==> src/rtl/iowin_pkg.sv <==
package iowin_pkg;
    localparam int NUM_BANKS = 3;
    localparam int NUM_REGS  = 16;
    localparam int BYTE_W    = 8;
    localparam int OFF_W     = $clog2(NUM_REGS);
    localparam int BANK_W    = 2;

    localparam logic [BANK_W-1:0] BANK_RSVD = 2'b11;

    localparam int TX_CTL_BANK = 2;
    localparam int TX_CTL_OFF  = 1;
    localparam int RX_CTL_BANK = 1;
    localparam int RX_CTL_OFF  = 7;

    typedef enum logic [1:0] {
        ST_IDLE  = 2'd0,
        ST_READ  = 2'd1,
        ST_WHOLD = 2'd2,
        ST_SKIP  = 2'd3
    } acc_state_t;
endpackage

==> src/rtl/iowin_decode.sv <==
module iowin_decode #(
    parameter int ADDR_W     = 12,
    parameter bit EXT_DECODE = 1'b1
) (
    input  logic [ADDR_W-1:0]             io_addr,
    input  logic [ADDR_W-5:0]             base_sel,
    output logic                          hit,
    output logic [iowin_pkg::OFF_W-1:0]   off
);
    assign off = io_addr[iowin_pkg::OFF_W-1:0];

    generate
        if (EXT_DECODE) begin : g_full
            assign hit = (io_addr[ADDR_W-1:4] == base_sel);
        end else begin : g_pc_range
            logic unused_hi;
            assign unused_hi = ^{io_addr[ADDR_W-1:10], base_sel[ADDR_W-5:6]};
            assign hit = (io_addr[9:4] == base_sel[5:0]);
        end
    endgenerate
endmodule

==> src/rtl/iowin_fsm.sv <==
module iowin_fsm
    import iowin_pkg::*;
(
    input  logic       clk,
    input  logic       rst_n,
    input  logic       hit,
    input  logic       io_rd,
    input  logic       io_wr,
    output acc_state_t state,
    output logic       wr_commit,
    output logic       rd_start
);
    acc_state_t state_nxt;

    always_ff @(posedge clk) begin
        if (!rst_n) state <= ST_IDLE;
        else        state <= state_nxt;
    end

    always_comb begin
        state_nxt = state;
        unique case (state)
            ST_IDLE: begin
                if (io_rd || io_wr) begin
                    if (!hit)       state_nxt = ST_SKIP;
                    else if (io_wr) state_nxt = ST_WHOLD;
                    else            state_nxt = ST_READ;
                end
            end
            ST_READ:  if (!io_rd) state_nxt = ST_IDLE;
            ST_WHOLD: if (!io_rd && !io_wr) state_nxt = ST_IDLE;
            ST_SKIP:  if (!io_rd && !io_wr) state_nxt = ST_IDLE;
            default:  state_nxt = ST_IDLE;
        endcase
    end

    always_comb begin
        wr_commit = (state == ST_IDLE) && hit && io_wr;
        rd_start  = (state == ST_IDLE) && hit && io_rd && !io_wr;
    end
endmodule

==> src/rtl/iowin_bank_store.sv <==
module iowin_bank_store
    import iowin_pkg::*;
(
    input  logic                 clk,
    input  logic                 rst_n,
    input  logic                 we_lo,
    input  logic                 we_hi,
    input  logic [OFF_W-1:0]     wr_off,
    input  logic [2*BYTE_W-1:0]  wdata,
    input  logic [OFF_W-1:0]     rd_off,
    output logic [BYTE_W-1:0]    rd_lo,
    output logic [BYTE_W-1:0]    rd_hi,
    output logic [BANK_W-1:0]    cur_bank,
    output logic                 tx_cc,
    output logic                 rx_cc
);
    logic [BYTE_W-1:0]   regs [NUM_BANKS][NUM_REGS];
    logic [BYTE_W-3:0]   ctl0_hi;
    logic [OFF_W-1:0]    wr_off_nxt;
    logic [OFF_W-1:0]    rd_off_nxt;

    assign wr_off_nxt = wr_off + OFF_W'(1);
    assign rd_off_nxt = rd_off + OFF_W'(1);

    // Offset 0: shared across banks, bank select in the low two bits
    always_ff @(posedge clk) begin
        if (!rst_n) begin
            cur_bank <= '0;
            ctl0_hi  <= '0;
        end else if (we_lo && wr_off == '0) begin
            ctl0_hi <= wdata[BYTE_W-1:2];
            if (wdata[1:0] != BANK_RSVD && int'(wdata[1:0]) < NUM_BANKS)
                cur_bank <= wdata[1:0];
        end
    end

    generate
        for (genvar b = 0; b < NUM_BANKS; b++) begin : g_bank
            assign regs[b][0] = '0;
            for (genvar r = 1; r < NUM_REGS; r++) begin : g_reg
                logic sel_lo, sel_hi;
                assign sel_lo = we_lo && (wr_off == OFF_W'(r));
                assign sel_hi = we_hi && (wr_off_nxt == OFF_W'(r));
                always_ff @(posedge clk) begin
                    if (!rst_n)
                        regs[b][r] <= '0;
                    else if (cur_bank == BANK_W'(b)) begin
                        if (sel_lo)      regs[b][r] <= wdata[BYTE_W-1:0];
                        else if (sel_hi) regs[b][r] <= wdata[2*BYTE_W-1:BYTE_W];
                    end
                end
            end
        end
    endgenerate

    always_comb begin
        rd_lo = '0;
        rd_hi = '0;
        for (int b = 0; b < NUM_BANKS; b++) begin
            if (cur_bank == BANK_W'(b)) begin
                rd_lo = regs[b][rd_off];
                rd_hi = regs[b][rd_off_nxt];
            end
        end
        if (rd_off == '0) rd_lo = {ctl0_hi, cur_bank};
    end

    assign tx_cc = regs[TX_CTL_BANK][TX_CTL_OFF][0];
    assign rx_cc = |regs[RX_CTL_BANK][RX_CTL_OFF];
endmodule

==> src/rtl/iowin_regfile.sv <==
module iowin_regfile
    import iowin_pkg::*;
#(
    parameter int ADDR_W     = 12,
    parameter bit EXT_DECODE = 1'b1
) (
    input  logic                 clk,
    input  logic                 rst_n,
    input  logic [ADDR_W-5:0]    base_sel,
    input  logic [ADDR_W-1:0]    io_addr,
    input  logic                 io_rd,
    input  logic                 io_wr,
    input  logic                 io_wide,
    input  logic [2*BYTE_W-1:0]  io_wdata,
    output logic [2*BYTE_W-1:0]  io_rdata,
    output logic                 io_rdata_oe,
    output logic [BANK_W-1:0]    cur_bank,
    output logic                 tx_concurrent,
    output logic                 rx_concurrent
);
    logic             hit;
    logic [OFF_W-1:0] off;
    acc_state_t       state;
    logic             wr_commit, rd_start;
    logic [OFF_W-1:0] lat_off;
    logic             lat_pair;
    logic [BYTE_W-1:0] rd_lo, rd_hi;
    logic             pair_now;

    assign pair_now = io_wide && !io_addr[0];

    iowin_decode #(.ADDR_W(ADDR_W), .EXT_DECODE(EXT_DECODE)) u_decode (
        .io_addr  (io_addr),
        .base_sel (base_sel),
        .hit      (hit),
        .off      (off)
    );

    iowin_fsm u_fsm (
        .clk       (clk),
        .rst_n     (rst_n),
        .hit       (hit),
        .io_rd     (io_rd),
        .io_wr     (io_wr),
        .state     (state),
        .wr_commit (wr_commit),
        .rd_start  (rd_start)
    );

    always_ff @(posedge clk) begin
        if (!rst_n) begin
            lat_off  <= '0;
            lat_pair <= 1'b0;
        end else if (rd_start) begin
            lat_off  <= off;
            lat_pair <= pair_now;
        end
    end

    iowin_bank_store u_store (
        .clk      (clk),
        .rst_n    (rst_n),
        .we_lo    (wr_commit),
        .we_hi    (wr_commit && pair_now),
        .wr_off   (off),
        .wdata    (io_wdata),
        .rd_off   (lat_off),
        .rd_lo    (rd_lo),
        .rd_hi    (rd_hi),
        .cur_bank (cur_bank),
        .tx_cc    (tx_concurrent),
        .rx_cc    (rx_concurrent)
    );

    always_comb begin
        io_rdata_oe = (state == ST_READ);
        io_rdata    = '0;
        if (io_rdata_oe)
            io_rdata = {(lat_pair ? rd_hi : {BYTE_W{1'b0}}), rd_lo};
    end
endmodule

==> config.mk <==
export PLATFORM = sky130hd
export DESIGN_NAME = iowin_regfile
export DESIGN_NICKNAME = d
export VERILOG_FILES = /design/src/rtl/iowin_pkg.sv /design/src/rtl/iowin_decode.sv /design/src/rtl/iowin_fsm.sv /design/src/rtl/iowin_bank_store.sv /design/src/rtl/iowin_regfile.sv
export SDC_FILE = /design/constraint.sdc
export NUM_CORES = 1
export LEC_CHECK = 0
export BUFFER_PORTS_ARGS = -buffer_cell sky130_fd_sc_hd__buf_2
export CAP_MARGIN = 20
export CORE_ASPECT_RATIO = 0.9
export CORE_MARGIN = 3
export CORE_UTILIZATION = 60
export DETAILED_ROUTE_END_ITERATION = 6
export PLACE_DENSITY = 0.89
export SLEW_MARGIN = 10
export SYNTH_ARGS = -nofsm -noshare
export SYNTH_HDL_FRONTEND = slang
export SYNTH_SLANG_ARGS = --single-unit
==> constraint.sdc <==
create_clock -name clk -period 4.8 [get_ports clk]
set_input_delay 0.48 -clock clk [delete_from_list [all_inputs] [get_ports clk]]
set_output_delay 0.48 -clock clk [all_outputs]
set_load 0.1 [all_outputs]
Yosys cells after proc, flatten, opt, wreduce, memory -nomap -nowiden
Cells that the tools add are included.

word-level totals
  bits in latches = 0
  bits in read-only memories = 0
  memories kept = 0
  output and inout port bits = 21
  register bits after elaboration = 375
  RAM bits = 0

operators by class
  bitwise gates (word level) = 2
  mux-type cells = 63
  add/sub/neg operators = 2
  multipliers = 0
  $lt $le $gt $ge = 3
  equality and inequality tests = 40
  shift-type cells = 0
  reductions and logical operators = 111
  div/mod/pow operators = 0

operators with widths
  operator                                                   number
  2-to-1 mux 8 bit                                           50
  binary-select mux 8 bit (select 4 bit)                     6
  AND reduction 2 bit                                        46
  equality test 4 bit (second input constant)                16
  logical AND 1 bit                                          39
  equality test 4 x 3 -> 1 bit (second input constant)       8
  nonzero test 2 bit                                         15
  equality test 4 x 2 -> 1 bit (second input constant)       4
  2-to-1 mux 16 bit                                          1
  greater-or-equal comparator 5 bit (second input constant)  2
  2-to-1 mux 2 bit                                           5
  NOT 4 -> 5 bit                                             2
  adder 4 x 1 -> 4 bit (second input constant)               2
  equality test 4 x 1 -> 1 bit (second input constant)       2
  equality test 8 bit                                        1
  logical NOT 4 bit                                          2
  OR reduction 8 bit                                         1
  equality test 2 bit (second input constant)                3
  case mux 2 bit (3 select lines)                            1
  equality test 2 x 1 -> 1 bit (second input constant)       2
  logical NOT 2 bit                                          2
  inequality test 2 x 1 -> 1 bit (second input constant)     2
  inequality test 2 bit (second input constant)              2
  logical NOT 1 bit                                          3
  4 further kinds                                            4

Depth between registers and ports, before layout
Gate-level depths: netlist of the first run.

  word-level depth = 10
  mapped depth = 15
  mapped depth without buffers = 8

Hierarchy
From an unflattened synthesis of the first run, not the netlist that was laid out.

unflattened totals
  cells, all modules = 2,168
  area total of the unflattened synthesis = 21,608.2 um^2

modules (own cells, without submodules)
  module            instances  area an instance (um^2)  cells an instance
  iowin_bank_store  1          21,043.9                 2,103
  iowin_regfile     1          342.8                    36
  iowin_decode      1          116.4                    15
  iowin_fsm         1          105.1                    14

Worst setup path after synthesis of the first run
OpenSTA, ideal clock, no wires.

  kind = register to output
  from = register lat_off[1]
  to = output io_rdata[15]
  setup slack = 33 ps
  path buffers = 7
  required time = 4,320 ps
  stages on the path, launching flop included = 16
  arrival time = 4,287 ps
  path through = dfxtp_1 > buf_2 > buf_2 > buf_2 > clkinv_1 > ha_1 > buf_2 > buf_4 > buf_2 > buf_2 > mux2i_1 > o2bb2ai_1 > nand2_1 > a31oi_1 > o21ai_0 > a21oi_1

on the way
  cells in the longest elaborated chain, start to end = 10
  elaborated cells between the ends (all ways) = 16
  those cells by class = 1 x add/sub; 14 x mux; 1 x bitwise

ends and longest elaborated chain
  what                                                 RTL line                source
  start, declared                                      iowin_regfile.sv:25     logic [OFF_W-1:0] lat_off;
  start signal, assigned                               iowin_regfile.sv:52     lat_off <= '0;
  start signal, assigned                               iowin_regfile.sv:55     lat_off <= off;
  adder 4 x 1 -> 4 bit *                               iowin_bank_store.sv:23  assign rd_off_nxt = rd_off + OFF_W'(1);
  NOT 4 -> 5 bit (implied by the code) *               iowin_bank_store.sv:62  rd_hi = regs[b][rd_off_nxt];
  binary-select mux 8 bit (select 4 bit)               iowin_bank_store.sv:62
  2-to-1 mux 8 bit (implied by the code) (2 in a row)  iowin_bank_store.sv:62
  2-to-1 mux 8 bit (2 in a row)                        iowin_bank_store.sv:60  if (cur_bank == BANK_W'(b)) begin
  2-to-1 mux 8 bit *                                   iowin_bank_store.sv:60
  2-to-1 mux 8 bit *                                   iowin_regfile.sv:79     io_rdata = {(lat_pair ? rd_hi : {BYTE_W{1'b0}}), rd_lo};
  2-to-1 mux 16 bit *                                  iowin_regfile.sv:78     if (io_rdata_oe)
  end, declared                                        iowin_regfile.sv:15     output logic [2*BYTE_W-1:0] io_rdata,

Mark *: on every way between the ends. The rest lies on a longest branch, timed or not. The select of a mux whose other input is x is not followed.

Final worst setup path of the first run
  from = register lat_off[0]
  to = output io_rdata[14]

The elaborated chain is that of the path after synthesis.

==> results of run 1 <==
## power groups by stage
stage | Combinational (mW) | Sequential, mW | Clock (mW)
5_1_grt | 0.290 | 3.11 | 3.32
2_1_floorplan | 0.156 | 3.18 | 0
3_3_place_gp | 0.264 | 3.18 | 0
3_5_place_dp | 0.269 | 3.18 | 0
6_report | 0.285 | 3.11 | 3.20
4_1_cts | 0.270 | 3.11 | 3.18
## per-layer routing
metal,part of all wire,wire [um],global-route usage
met1,0.37,29500,0.588
met5,0,0,0
met2,0.41,32800,0.618
met4,0.057,4530,0.177
met3,0.16,13100,0.145
## cell usage after synthesis (3+ instances only)
library cell / instances / area [um2]
a22oi_1: 4 / 30.0
nand2_1: 181 / 679
buf_2: 65 / 325
o2bb2ai_1: 8 / 70.1
nor4_1: 3 / 18.8
nor3_1: 17 / 85.1
nor2_1: 312 / 1170
dfxtp_1: 375 / 7510
xnor2_1: 9 / 78.8
buf_1: 4 / 15.0
a211oi_2: 4 / 50.1
o21ai_0: 145 / 726
buf_4: 21 / 158
o21ai_1: 4 / 20.0
a221oi_1: 15 / 131
clkbuf_1: 99 / 372
a32oi_1: 6 / 52.6
o22ai_1: 13 / 81.3
nand3_2: 18 / 180
o221a_2: 9 / 101
nor4_4: 4 / 85.1
o211ai_1: 4 / 30.0
a31oi_1: 65 / 407
nand4_4: 4 / 85.1
nand2b_1: 7 / 43.8
mux2_2: 24 / 270
mux4_2: 130 / 2930
a21oi_1: 121 / 606
and2_1: 10 / 62.6
nand3b_1: 4 / 30.0
a311oi_1: 3 / 26.3
nor2b_1: 18 / 113
a211oi_1: 111 / 833
buf_6: 7 / 78.8
mux2i_1: 250 / 2500
nor2_2: 10 / 62.6
nand3_1: 19 / 95.1
## flip-flops by register name, indices dropped and copies added, names as in the netlist
signal	cells
lat_off	4
lat_pair	1
u_fsm.state	2
u_store.ctl0_hi	6
u_store.cur_bank	2
u_store.regs	359
u_store.tx_cc	1
## final cells by class
class / instances / area share
flip-flops and latches: 375 / 0.336
diodes: 2 / 0.000224
multi-input cells: 1563 / 0.537
clock inverters: 13 / 0.00761
repair buffers: 122 / 0.0406
well taps: 455 / 0.0255
clock buffers: 57 / 0.0517
inverters: 5 / 0.00118
## cell families after synthesis
kind of cell	Yosys count	share of synthesized area
compound gates	525	0.161
xor+xnor	11	0.00472
fa+ha+maj	2	0.00122
buf+inv	202	0.0476
flops	375	0.368
mux	404	0.279
simple gates	621	0.139
## critical path, cell delays in order (launching register included)
cell,delay (ns)
dfxtp_4,0.37
clkinv_1,0.12
ha_4,0.73
buf_4,0.34
mux2i_1,0.10
o21ai_0,0.40
mux4_2,0.32
a21oi_1,0.07
a31oi_1,0.31
buf_2,0.50
## layout by cell type (no fill, tap or decap), types with 9 or more instances in the layout
master	instances
dfxtp_1	372
nor2_1	312
mux2i_1	250
nand2_1	181
o21ai_0	145
mux4_2	130
a21oi_1	121
a211oi_1	111
a31oi_1	65
buf_4	59
buf_2	53
clkbuf_16	41
mux2_2	24
nand3_1	19
nor2b_1	18
nand3_2	18
nor3_1	17
a221oi_1	15
o22ai_1	13
and2_1	10
nor2_2	10
buf_12	10
o221a_2	9
clkbuf_1	9
## final timing paths
check / to / slack [ns]
setup / recovery: io_rdata[14] / 0.50
hold / removal: u_fsm.state[1] / 0.26
setup reg to reg: u_store.regs[9] / 1.78
hold reg to reg: lat_pair / 0.49
## metrics by stage
stage               instances  hold WS, ns  worst slack [ns]
global route             2591        0.262             0.489
finish                   2592        0.257             0.505
global placement         2515        0.456              1.22
CTS                      2586        0.247             0.656
detailed placement       2516        0.479              1.23
floorplan                2140        0.446            0.0330
==> summary.txt, run 1 <==
status = completed
hold depth = 2
CTS Hold Bufs = 0
CTS tree = built
H-tree lvl count = 2
Combinational Power Share = 0.043
Synth-to-Final Area Change = 9.40%
Critical Path Source = lat_off[0]
total power = 6.59 mW
IO Pins = 62
largest net degree at the start of global routing = 156
sequential-to-total area share from yosys stat = 0.368
cell count after synthesis = 2,140
worst slew pin tran = 1.19 ns
Detail Route Antenna Nets = 0
CP required = 4.32 ns
GRT overflow = 0
number of synthesized flops with an enable pin = 0
Detailed Route WL = 80,000 um
min-delay src = io_rd
peak supply drop = 0.000316 V
DR WL/cell = 30.8 um
fin util = 0.672
IO Port Bufs = 61
syn_area_per_cell = 9.55 um2
max-cap violations = 0
Max-slew headroom = 0.206
Yosys cell types = 64
first drt pass iteration count = 6
Synth async-reset ratio = 0
clk slew on worst S/H paths = 0.06 ns
Mapped Area = 0.0204 mm2
CTS buffer count = 40
post-place instance area = 0.0210 mm2
Placer Congestion = 1.05
final period utilization = 0.895
Die H = 181 um
worst r2r src = u_store.cur_bank[0]
register area = 0.00752 mm2
Vias/cell = 7.35
chip width = 200 um
Tmin final = 4.30 ns
vias post-DR = 19,100
final setup fails = 0
Die ar. = 0.0363 mm2
post-detail-place hpwl = 56,500 um
fill count = 2,644
Net Sw Frac = 0.234
warnings from Yosys = 0
Initial Util = 0.614
Worst Setup Start Kind = flip-flop
postcts setup bufs = 0
Final Skew = 0.0143 ns
Setup TNS = 0 ns
CTS Sinks = 375
Leak Pwr = 8.44 nW
clock power share = 0.485
later-pin clock latency in the skew report = 0.54 ns
initial antenna violation count = 1
gr usage total = 0.427
sw power = 1.54 mW
first-pass GRT wire length = 117,000 um
Final Slew Violations = 0
worst hold path class = in2reg
vias in the first global route = 17,700
Fin. Hold Viols = 0
CTS root buf = clkbuf_16
RSZ-0062 raised after global routing = no
FMAX = 233 MHz
Reg power frac = 0.472
post-synthesis sequential element count = 375
CTS resizes = 0
core area = 0.0333 mm2
Synth Flop Type = dfxtp_1
P_int = 5.05 mW
CP Data Arrival Time = 3.82 ns
crit-path max FO = 33
Synth Net Count = 2,183
Initial DRC Count = 3,228
fraction of layout cells with a size suffix above 1 = 0.188
Pwr Density = 295 mW/mm2
area of the multi-input gates = 0.0120 mm2
Clock Tree Buf Depth = 3
Crit. End Element = output pin
WS Path Type = reg2out
DRC viols = 0
FF-to-FF path depth = 6
Core Rows = 63
NumNets Final = 2,150
Finished Cell Area = 0.0223 mm2
(Power assumes the default switching activity.)
==> run 2, diff against run 1 <==
Settings changed: CTS_BUF_LIST from default to sky130_fd_sc_hd__clkbuf_4 sky130_fd_sc_hd__clkbuf_8 sky130_fd_sc_hd__clkbuf_16.
==> run 2 against run 1 <==
The flow now finishes with violations (design-rule violations). First-iteration DRC count increased by 1.2%. Non-clock buffer count decreased by 1. Cell count about the same. Register-to-register slack improved by 0.05 ns. Sequential cell count unchanged. Sequential share of layout area barely moved. Utilization grew 0.071 points. Combinational power about the same. Critical path depth unchanged. Routed wire length is 0.10% higher. Design area grew 0.11%.
==> summary.txt, run 2 (same netlist as run 1, synthesis figures left out) <==
status = finished, violations left
failing checks = design-rule violations
NumNets Final = 2,149 (-0.047%)
Post-Layout Cell Count = 2,590 (-0.077%)
CTS buffer count = 40 (unchanged)
gr usage total = 0.427 (about the same)
Die ar. = 0.0363 mm2 (unchanged)
Detail Route Antenna Nets = 0 (unchanged)
IO Port Bufs = 61 (unchanged)
Max-slew headroom = 0.238 (+0.0326)
Initial Util = 0.614 (unchanged)
core area = 0.0333 mm2 (unchanged)
Worst Path Buf+Inv = 3 (unchanged)
post-detail-place hpwl = 56,500 um (unchanged)
chip width = 200 um (unchanged)
Initial DRC Count = 3,268 (+1.2%)
Worst Setup Start Kind = flip-flop
max-cap violations = 0 (unchanged)
clk slew on worst S/H paths = 0.06 ns (about the same)
Crit. End Element = output pin
vias in the first global route = 17,700 (+0.12%)
Place WS = 1.23 ns (unchanged)
CP delay by family, top = buffers and inverters
Largest register FFs = 359 (unchanged)
CP required = 4.32 ns (about the same)
first-pass GRT wire length = 117,000 um (-0.11%)
Core Rows = 63 (unchanged)
register area = 0.00752 mm2 (unchanged)
Placer Congestion = 1.05 (unchanged)
CTS resizes = 0 (unchanged)
area of the multi-input gates = 0.0120 mm2 (unchanged)
worst hold path class = in2reg
vias post-DR = 19,000 (-0.23%)
Vias/cell = 7.34 (-0.15%)
commonest non-fill, non-tap cell in the layout = dfxtp_1
GRT overflow = 0 (unchanged)
worst slew pin tran = 1.14 ns (-0.0488 ns)
initial antenna violation count = 1 (unchanged)
Pwr Density = 297 mW/mm2 (+0.67%)
Synth-to-Final Area Change = 9.52%
final period utilization = 0.888 (-0.00666)
crit-path max FO = 33 (unchanged)
Final Worst Setup Slack = 0.537 ns (+0.0320 ns)
Clock Tree Buf Depth = 3 (unchanged)
largest registers = u_store.regs: 359 flops, u_store.ctl0_hi: 6 flops, lat_off: 4 flops
largest register by flop count = u_store.regs
postcts setup bufs = 0 (unchanged)
later-pin clock latency in the skew report = 0.55 ns (about the same)
Setup TNS = 0 ns (unchanged)
fraction of layout cells with a size suffix above 1 = 0.192 (+0.00384)
Leak Pwr = 8.46 nW (+0.30%)
first drt pass iteration count = 7 (+1)
Die H = 181 um (unchanged)
Detailed Route WL = 80,000 um (+0.10%)
placed cell count = 2,516 (unchanged)
crit path cell chain = clkinv_1, ha_4, buf_4, mux2i_1, o21ai_0, mux4_2, a21oi_1, a31oi_1, buf_2
worst stage delay on the critical path = 0.71 ns (-0.02 ns)
DR WL/cell = 30.9 um (+0.18%)
DRC viols = 1 (+1)
Final Slew Violations = 0 (unchanged)
Fin. Hold Viols = 0 (unchanged)
CTS Hold Bufs = 0 (unchanged)
Critical-path top delay cell = ha_4
CTS root buf = clkbuf_16
fill count = 2,637 (-0.26%)
peak supply drop = 0.000316 V (+0.16%)
IO Pins = 62 (unchanged)
CTS Sinks = 375 (unchanged)
WS Path Type = reg2out
H-tree lvl count = 2 (unchanged)
largest net degree at the start of global routing = 156 (unchanged)
CP Data Arrival Time = 3.78 ns (-0.04 ns)
final setup fails = 0 (unchanged)
FMAX = 235 MHz (+0.75%)
commonest cells after routing, fill and taps aside = dfxtp_1 (372), nor2_1 (312), mux2i_1 (250)
Tmin final = 4.26 ns (-0.0320 ns)
Final Skew = 0.0178 ns (+0.00348 ns)
CTS tree = built
RSZ-0062 raised after global routing = no
-- run 2: cell type report --
type                    instances  area share
diodes                          1    0.000112
clock buffers                  57      0.0532
inverters                       5     0.00117
multi-input cells            1563       0.536
well taps                     455      0.0254
flip-flops and latches        375       0.336
repair buffers                121      0.0403
clock inverters                13     0.00761
-- run 2: per-layer routing --
metal  track usage  part of all wire  vias to the layer above
met5             0                 0                        -
li1              -                 -                     7839
met4         0.180             0.057                        0
met1         0.585              0.37                     9187
met3         0.158              0.17                      325
met2         0.611              0.41                     1664
-- run 2: worst paths after layout --
| path | from | slack, ns | depth (start not counted) | endpoint |
|---|---|---|---|---|
| min | io_rd | 0.26 | 2 | u_fsm.state[1] |
| min reg2reg | u_store.regs[14] | 0.49 | 2 | u_store.regs[14] |
| max reg2reg | u_fsm.state[1] | 1.83 | 6 | u_store.regs[199] |
| max | lat_off[0] | 0.54 | 9 | io_rdata[14] |
-- run 2: where the power goes --
part / leakage [nW] / switching (mW) / internal, mW / total (mW)
Clock: 0.681 / 1.31 / 1.94 / 3.25
Sequential: 3.02 / 0.00188 / 3.11 / 3.11
Combinational: 4.76 / 0.236 / 0.0507 / 0.286
Total: 8.46 / 1.55 / 5.10 / 6.65
-- run 2: through the flow --
stage	util	hold WS [ns]	instance area, um2	power, mW
4_1_cts	0.672	0.247	22300	6.62
2_1_floorplan	-	0.446	20400	3.34
3_5_place_dp	0.631	0.479	21000	3.45
6_report	0.673	0.257	22400	6.65
5_1_grt	0.673	0.262	22400	6.77
3_3_place_gp	0.631	0.456	21000	3.45
